==> config.mk <==
export PLATFORM = sky130hd
export DESIGN_NAME = shift_flags_unit
export DESIGN_NICKNAME = d
export VERILOG_FILES = /design/src/rtl/shift_flags_unit.sv
export SDC_FILE = /design/constraint.sdc
export NUM_CORES = 1
export LEC_CHECK = 0
export BUFFER_PORTS_ARGS = -buffer_cell sky130_fd_sc_hd__buf_2
export CORE_MARGIN = 10
export CORE_UTILIZATION = 60
export DETAILED_ROUTE_END_ITERATION = 8
export HOLD_SLACK_MARGIN = 0.05
export PLACE_DENSITY = 0.82
export SETUP_SLACK_MARGIN = 0.3
export SLEW_MARGIN = 20
export SYNTH_ARGS = -nofsm -noshare
export SYNTH_HDL_FRONTEND = slang
export SYNTH_SLANG_ARGS = --single-unit
==> constraint.sdc <==
create_clock -name clk -period 13 [get_ports clk]
set_input_delay 2.6 -clock clk [delete_from_list [all_inputs] [get_ports clk]]
set_output_delay 2.6 -clock clk [all_outputs]
set_load 0.02 [all_outputs]
==> src/rtl/shift_flags_unit.sv <==
module shift_flags_unit #(
  parameter int WIDTH    = 32,
  parameter int CNT_IN_W = 8
) (
  input  logic                clk,
  input  logic                rst_n,
  input  logic                in_valid,
  input  logic [2:0]          in_op,
  input  logic [WIDTH-1:0]    in_dst,
  input  logic [WIDTH-1:0]    in_src,
  input  logic [CNT_IN_W-1:0] in_count,
  input  logic                in_cf,
  input  logic                in_of,
  input  logic                in_sf,
  input  logic                in_zf,
  input  logic                in_pf,
  output logic                out_valid,
  output logic [WIDTH-1:0]    out_result,
  output logic                out_cf,
  output logic                out_of,
  output logic                out_sf,
  output logic                out_zf,
  output logic                out_pf
);
  localparam int CW = $clog2(WIDTH);
  localparam logic [2:0] OP_SHL  = 3'd0;
  localparam logic [2:0] OP_SHR  = 3'd1;
  localparam logic [2:0] OP_SAR  = 3'd2;
  localparam logic [2:0] OP_DSHL = 3'd3;
  localparam logic [2:0] OP_DSHR = 3'd4;

  logic [CW-1:0]    n;
  logic             do_shift, is_left;
  logic [WIDTH-1:0] fill_l, fill_r, res_l, res_r, res;
  logic             cf_l, cf_r, cf, of_calc;
  logic             unused_cnt_hi;

  assign n             = in_count[CW-1:0];
  assign unused_cnt_hi = ^in_count[CNT_IN_W-1:CW];
  assign do_shift      = (n != '0) && (in_op <= OP_DSHR);
  assign is_left       = (in_op == OP_SHL) || (in_op == OP_DSHL);

  assign fill_l = (in_op == OP_DSHL) ? in_src : '0;
  assign fill_r = (in_op == OP_DSHR) ? in_src :
                  (in_op == OP_SAR)  ? {WIDTH{in_dst[WIDTH-1]}} : '0;

  assign {cf_l, res_l} = (WIDTH+1)'({1'b0, in_dst, fill_l} >> (WIDTH - int'(n)));
  assign {res_r, cf_r} = (WIDTH+1)'({fill_r, in_dst, 1'b0} >> n);

  assign res = is_left ? res_l : res_r;
  assign cf  = is_left ? cf_l  : cf_r;

  always_comb begin
    of_calc = in_of;
    if (n == CW'(1)) begin
      case (in_op)
        OP_SHL, OP_DSHL: of_calc = res[WIDTH-1] ^ cf;
        OP_SHR:          of_calc = in_dst[WIDTH-1];
        OP_SAR:          of_calc = 1'b0;
        OP_DSHR:         of_calc = res[WIDTH-1] ^ in_dst[WIDTH-1];
        default:         of_calc = in_of;
      endcase
    end
  end

  always_ff @(posedge clk) begin
    if (!rst_n) begin
      out_valid  <= 1'b0;
      out_result <= '0;
      out_cf     <= 1'b0;
      out_of     <= 1'b0;
      out_sf     <= 1'b0;
      out_zf     <= 1'b0;
      out_pf     <= 1'b0;
    end else begin
      out_valid <= in_valid;
      if (in_valid) begin
        if (do_shift) begin
          out_result <= res;
          out_cf     <= cf;
          out_of     <= of_calc;
          out_sf     <= res[WIDTH-1];
          out_zf     <= (res == '0);
          out_pf     <= ~^res[7:0];
        end else begin
          out_result <= in_dst;
          out_cf     <= in_cf;
          out_of     <= in_of;
          out_sf     <= in_sf;
          out_zf     <= in_zf;
          out_pf     <= in_pf;
        end
      end
    end
  end
endmodule

==> results.md, run 1 <==
* Vias in the first global route at 10300
* Clk slew on worst S/H paths at 0.06 ns
* Max Clk Rate at 137 MHz
* CTS Root Cell: clkbuf_16
* Total wire length at 43100 microns
* Power density cells at 83.0 nW/um^2
* Max Slew Vio Count at 0
* Post-CTS Setup Repair Bufs at 0
* Via count at 11100
* Gate power share at 0.641
* Final-stage net count at 1235
* Hold/Removal Path Class: reg2reg
* Die Wd at ~140 microns
* Vias per cell at 8.35
* Worst path cell trace: buf_6 -> buf_4 -> nor4_1 -> nor2_2 -> buf_4 -> mux4_2 -> mux2_2 -> nand2_1 -> a31oi_1 -> mux2_2 -> ha_1 -> xor2_1 -> xnor2_1 -> nor2_1 -> a21oi_1 -> a21oi_1
* Layout cells sized above 1 at 0.266
* Clk buf depth at 2
* Clock power share at 0.199
* Top Usage Layer GRT: met2
* Ports at around 120
* Peak supply drop at 0.0814 mV
* Slowest cell on crit path: buf_4
* Total CTS buffers at 5
* Max Clock Skew at 0 ns
* Tot GR Track Use at 0.400
* RSZ-0062 raised after global routing: no
* CTS Sinks at 38
* Initial DRC count at 2343
* Synth async-reset ratio at 0
* Net Sw Power at 390 uW
* Met3 usage at 0.157
* GR Util met1 at 0.492
* IO buf count at 117
* Prevailing post-synth register cell: dfxtp_1
* Crit-path max cell delay at 0.73 ns
* Worst-skew pair later-pin latency at 0.29 ns
* Grt met2 use at 0.591
* Fillers at ~1300
* Gpl congestion at 1.09
* Status: complete, no violations
* First-pass DRT Iterations at 7
* GRT overflow at 0
* Switching share of power at 0.474
* EDFF count, synth at 0
* Post-route setup TNS at 0 ns
* Total power at 822 uW
* Die Area at approximately 21000 sq um
* Finished Core Util at 0.651
* Final min period at ~7.3 ns
* Warning count from the yosys run at 0
* CTS tree: built
* Worst-Margin Slew at 1.17 ns
* CTS resizes at 0
* Core area at 15200 sq um
* Post-synth cell types at a little over 90
* Initial Util at 0.610
* Crit Path Category: in2reg
* Flop pwr share at 0.160
* Final Hold Viols at 0
* Post-CTS Hold Buffers at 0
* Syn avg cell area at 8.26 sq um
* CP arrival at between 7 and 8 ns
* Die Height at 144 microns
* DRC at 0
* Element type at the critical path end: flop
* Sequential fraction of the synthesis area at 0.0820
* Syn Inst Count at 1123
* Final setup violating endpoints at 0
* Synth Register Bits at 38
* Area added between synthesis and finish at 6.67%
* Pin count of the biggest net entering global routing at 73
* Maxcap violations at 0
* Row count at 45
* WP data required at 13.13 ns
* CP Launch Type: input pin
* Antenna diodes at 0
* Syn Nets at ~1200
* Internal Pwr Total at 432 uW
* Final period util at 0.561
* Post-route ant nets at 0
* P_leak at between 0.003 and 0.004 uW
* Rel. slew slack at 0.198
* Initial antenna violation count at 0
* WL/cell at 32.3 microns
* H-tree depth at 2
* First-pass GRT wire length at 63800 microns
* Synth Cell Area at 9280 sq um
* Post-DP HPWL at about 32000 microns
* Crit-path max FO at 72
area by class of cell:
cell class | instances | area (sq um) | share of cell area
Clock buffer | 5 | 125 | 0.0126
Timing Repair Buffer | 137 | 742 | 0.0750
Multi-Input combinational cell | 953 | 7930 | 0.801
Tap cell | 188 | 235 | 0.0238
Inverter | 10 | 37.5 | 0.00379
Clock inverter | 3 | 68.8 | 0.00695
Sequential cell | 38 | 761 | 0.0769
worst max-delay path: cells and delay by family:
kind / cells / cell delay (ns)
AOI/OAI and AO/OA: 3 / 0.29
muxes: 3 / 1.21
and+or+nand+nor: 4 / 0.94
xor gates and xnor gates: 2 / 0.32
adders and majority gates: 1 / 0.31
buffers and inverters: 3 / 1.73
registers in the layout, summed over array words and instances (netlist names):
signal / count
out_zf: 1
out_pf: 1
out_valid: 1
out_result: 32
out_sf: 1
out_cf: 1
out_of: 1
cell usage after synthesis, types with 8 or more instances:
master | instances | area [sq um]
o211ai_1 | 27 | 203
o21ai_0 | 68 | 340
nor3_1 | 21 | 105
a22oi_1 | 11 | 82.6
mux2i_1 | 108 | 1080
o21a_1 | 8 | 60.1
nor2_1 | 91 | 342
buf_6 | 9 | 101
nand2_1 | 116 | 435
a31oi_1 | 20 | 125
a211oi_1 | 17 | 128
o221ai_1 | 10 | 87.6
buf_1 | 16 | 60.1
clkbuf_1 | 55 | 206
buf_2 | 34 | 170
a221oi_1 | 13 | 114
mux4_2 | 89 | 2000
o22ai_1 | 18 | 113
a21oi_1 | 58 | 290
nor4_1 | 9 | 56.3
o21ai_1 | 10 | 50.1
mux2_2 | 39 | 439
dfxtp_1 | 38 | 761
nand2b_1 | 17 | 106
nand3_1 | 25 | 125
power groups by stage:
stage / clock, uW / combinational, uW / sequential [uW]
after global placement: 0 / 493 / 134
after CTS: 161 / 499 / 132
final: 163 / 527 / 132
after global routing: 169 / 544 / 133
after detailed placement: 0 / 497 / 134
after floorplan: 0 / 334 / 147
cells by family (layout without fill, tap and decap cells):
logic type | after synthesis | count (layout) | synth area share
AO/OA/AOI/OAI | 348 | 348 | 0.258
XOR/XNOR | 8 | 8 | 0.00917
adder cells (fa/ha/maj) | 7 | 7 | 0.00944
buffers and inverters | 132 | 155 | 0.0682
flip-flops | 38 | 38 | 0.0820
multiplexers | 247 | 247 | 0.395
AND/OR/NAND/NOR | 343 | 343 | 0.179
per-layer routing:
metal | part of all wire | vias up
li1 | - | 4499
met1 | 0.34 | 5233
met2 | 0.42 | 1136
met3 | 0.17 | 273
met4 | 0.068 | 0
met5 | 0 | -
through the flow:
step,worst slack [ns],hold slack (ns),cells,cell area (sq um)
2_1_floorplan,6.06,0.539,1123,9280
3_3_place_gp,5.48,0.450,1326,9700
3_5_place_dp,5.45,0.454,1326,9700
4_1_cts,5.73,0.462,1334,9900
5_1_grt,5.40,0.478,1334,9900
6_report,5.70,0.466,1334,9900
worst paths after layout:
| path | slack (ns) | end | start | cells past startpoint |
|---|---|---|---|---|
| worst max-delay path | 5.70 | out_pf | in_count[0] | 16 |
| worst min-delay path | 0.47 | out_result[12] | out_result[12] | 2 |
| worst max register to register | 11.83 | out_zf | out_zf | 5 |
| worst min register to register | 0.47 | out_result[12] | out_result[12] | 2 |
placed cells by master, fill, tap and decap left out, types with 25 or more instances in the layout:
cell type,Yosys,layout
nand2_1,116,116
buf_2,34,116
mux2i_1,108,108
mux4_2,89,89
nor2_1,91,89
o21ai_0,68,68
a21oi_1,58,58
mux2_2,39,39
dfxtp_1,38,38
o211ai_1,27,27
nand3_1,25,25
(Power assumes the default switching activity.)
==> run 2: changes to the inputs <==
- ABC_AREA: default -> 1
- CORE_UTILIZATION: 60 -> 55
- PLACE_DENSITY: 0.82 -> 0.8
- clock period: 13 -> 6.09 ns (I/O delays scaled with it)
==> run 2 against run 1 <==
  * Clock power grew 52%
  * Sequential share of layout area grew 0.11 points
  * Area after synthesis grew 0.13%
  * Core utilization shrank 6.3 points
  * Die area grew 7.9%
  * Count of clock-buffer cells in the layout is the same
  * Global-route usage shrank 4.8 points
  * Critical endpoint unchanged
==> results.md, run 2 <==
* Buffer and inverter count on the worst path at 4
* Rel. slew slack at 0.390
* First-pass GRT wire length at 63200 microns
* Synth Register Bits at 38
* Synth top area share at 0.333
* Pin count of the biggest net entering global routing at 77
* EDFF count, synth at 0
* Die Wd at 150 microns
* Total CTS buffers at 5
* Post-Place Worst Slack at 1.11 ns
* Commonest non-fill, non-tap cell in the layout: nand2_1
* Via count at about 14000
* Max reg flops at 32
* Max Clock Skew at 0 ns
* Slowest cell on crit path: ha_1
* Worst setup margin at 1.22 ns
* CTS tree: built
* Element type at the critical path end: flop
* Crit-path max cell delay at 0.46 ns
* P_leak at 0.00491 uW
* WP data required at 6.27 ns
* Prevailing post-synth register cell: dfxtp_1
* Clk slew on worst S/H paths at roughly 0.050 ns
* CTS resizes at 0
* Synth Cell Area at 9290 sq um
* CP arrival at ~5 ns
* Initial antenna violation count at 0
* Post-CTS Hold Buffers at 0
* Vias in the first global route at approximately 11000
* Tot GR Track Use at 0.352
* Peak supply drop at between 0.1 and 0.15 mV
* Post-DP HPWL at 32200 microns
* Die Area at 22500 sq um
* Area contributors post-synth: nand3_1 33%, nand2_1 26%, dfxtp_1 8.2%
* CTS Root Cell: clkbuf_16
* Final setup violating endpoints at 0
* Post-DP Area at roughly 9600 sq um
* Clk buf depth at 2
* Gpl congestion at 1.11
* Synth cell count leaders: 632 x nand2_1, 618 x nand3_1, 78 x a21oi_1
* Post-route ant nets at 0
* Post-synth cell types at a little over 40
* Max Clk Rate at a little over 200 MHz
* Final Hold Viols at 0
* Final Cell Area at 9760 sq um
* Core area at 16600 sq um
* Max Slew Vio Count at 0
* Initial DRC count at approximately 2300
* Fillers at 1824
* WL/cell at 20.0 microns
* Die Height at about 150 microns
* Post-CTS Setup Repair Bufs at 0
* First-pass DRT Iterations at 6
* Total wire length at 41900 microns
* Warning count from the yosys run at 0
* Syn Inst Count at around 1900
* Biggest register: out_result
* Synth async-reset ratio at 0
* Power density cells at 164 nW/um^2
* Hold slack at around 0.46 ns
* Hold/Removal Path Class: reg2reg
* Layout cells sized above 1 at 0.0984
* H-tree depth at 2
* Crit-path max FO at 36
* Most frequent cells in the layout: 632 x nand2_1, 618 x nand3_1, 116 x buf_2
* Final cell count without fillers at 2092
* Crit-path leading delay family: buffers and inverters
* Final-stage net count at 1960
* Worst-skew pair later-pin latency at around 0.28 ns
* Worst-Margin Slew at 0.905 ns
* CTS Sinks at 38
* CP Launch Type: input pin
* Worst path cell trace: buf_2 -> buf_4 -> clkinv_1 -> nand2_1 -> nor2_1 -> ha_1 -> nor2_4 -> inv_2 -> o221ai_1 -> nand2_1 -> and2_1 -> ha_1 -> xor2_1 -> xnor2_1 -> a21oi_1 -> o21ai_0 -> a21oi_1
* Status: complete, no violations
* Row count at 47
* Final period util at 0.800
* Area added between synthesis and finish at 5.04%
* Syn Nets at between 1500 and 2000
* Most frequent cell after synthesis: nand2_1
* Initial Util at 0.560
* Final min period at ~5 ns
* Crit Path Category: in2reg
* IO buf count at approximately 120
* DRC at 0
* Sequential fraction of the synthesis area at 0.0819
* Placed cells at 2083
* Vias per cell at 6.46
* RSZ-0062 raised after global routing: no
* Dominant cell type by area after synthesis: nand3_1
* Post-route setup TNS at 0 ns
* GRT overflow at 0
* Ports at 121
* Maxcap violations at 0
* Syn avg cell area at 4.95 sq um
[run 2: changes by cell type after synthesis, sizes merged, moves of 14 or more]
| cell | before | now |
|---|---|---|
| a211oi | 17 | 1 |
| a21oi | 58 | 78 |
| a221oi | 14 | 0 |
| buf | 66 | 110 |
| inv | 8 | 75 |
| mux2 | 49 | 0 |
| mux2i | 109 | 2 |
| mux4 | 89 | 0 |
| nand2 | 117 | 634 |
| nand2b | 17 | 0 |
| nand3 | 25 | 619 |
| nor2 | 92 | 55 |
| nor3 | 22 | 2 |
| o21ai | 78 | 117 |
[run 2: cells by family after synthesis]
logic type,count (synthesis),share of synthesized area
AO/OA/AOI/OAI,251,0.151
XOR/XNOR,4,0.00377
adder cells (fa/ha/maj),7,0.00943
buffers and inverters,240,0.118
flip-flops,38,0.0819
multiplexers,2,0.00215
AND/OR/NAND/NOR,1334,0.635
[run 2: layer usage]
layer  vias up  global-route usage  wire, microns  part of all wire
li1       6383                   -              -                 -
met1      6048               0.478          16100              0.38
met2       942               0.521          17900              0.43
met3       142              0.0906           5930              0.14
met4         0               0.133           1990             0.047
met5         -                   0              0                 0
[run 2: power breakdown]
part / internal (uW) / leakage (uW) / switching [uW]
sequential: 271 / 0.000314 / 10.0
combinational: 317 / 0.00453 / 753
clock: 148 / 0.0000694 / 100
[run 2: final timing paths]
| check | start | end | slack [ns] | depth (start not counted) |
|---|---|---|---|---|
| max | in_count[2] | out_pf | 1.22 | 17 |
| min | out_result[10] | out_result[10] | 0.46 | 2 |
| max reg2reg | out_result[1] | out_result[1] | 5.40 | 2 |
| min reg2reg | out_result[10] | out_result[10] | 0.46 | 2 |
[run 2: tightest hold or removal path: stages, from the launching register on]
cell and delay, ns:
dfxtp_1 0.30, nand2_1 0.05, a21oi_1 0.05
[run 2: area by class of cell]
cell class | count | area (sq um) | share of cell area
Inverter | 80 | 300 | 0.0308
Antenna cell | 2 | 5.00 | 0.000513
Clock inverter | 2 | 10.0 | 0.00103
Clock buffer | 5 | 125 | 0.0128
Timing Repair Buffer | 147 | 813 | 0.0833
Sequential cell | 38 | 761 | 0.0779
Multi-Input combinational cell | 1598 | 7470 | 0.765
Tap cell | 220 | 275 | 0.0282
[run 2: per-stage QoR]
step	total power, uW	util
after CTS	1560	0.588
after global placement	1300	0.580
after floorplan	1030	-
after global routing	1710	0.588
after detailed placement	1310	0.580
final	1600	0.589
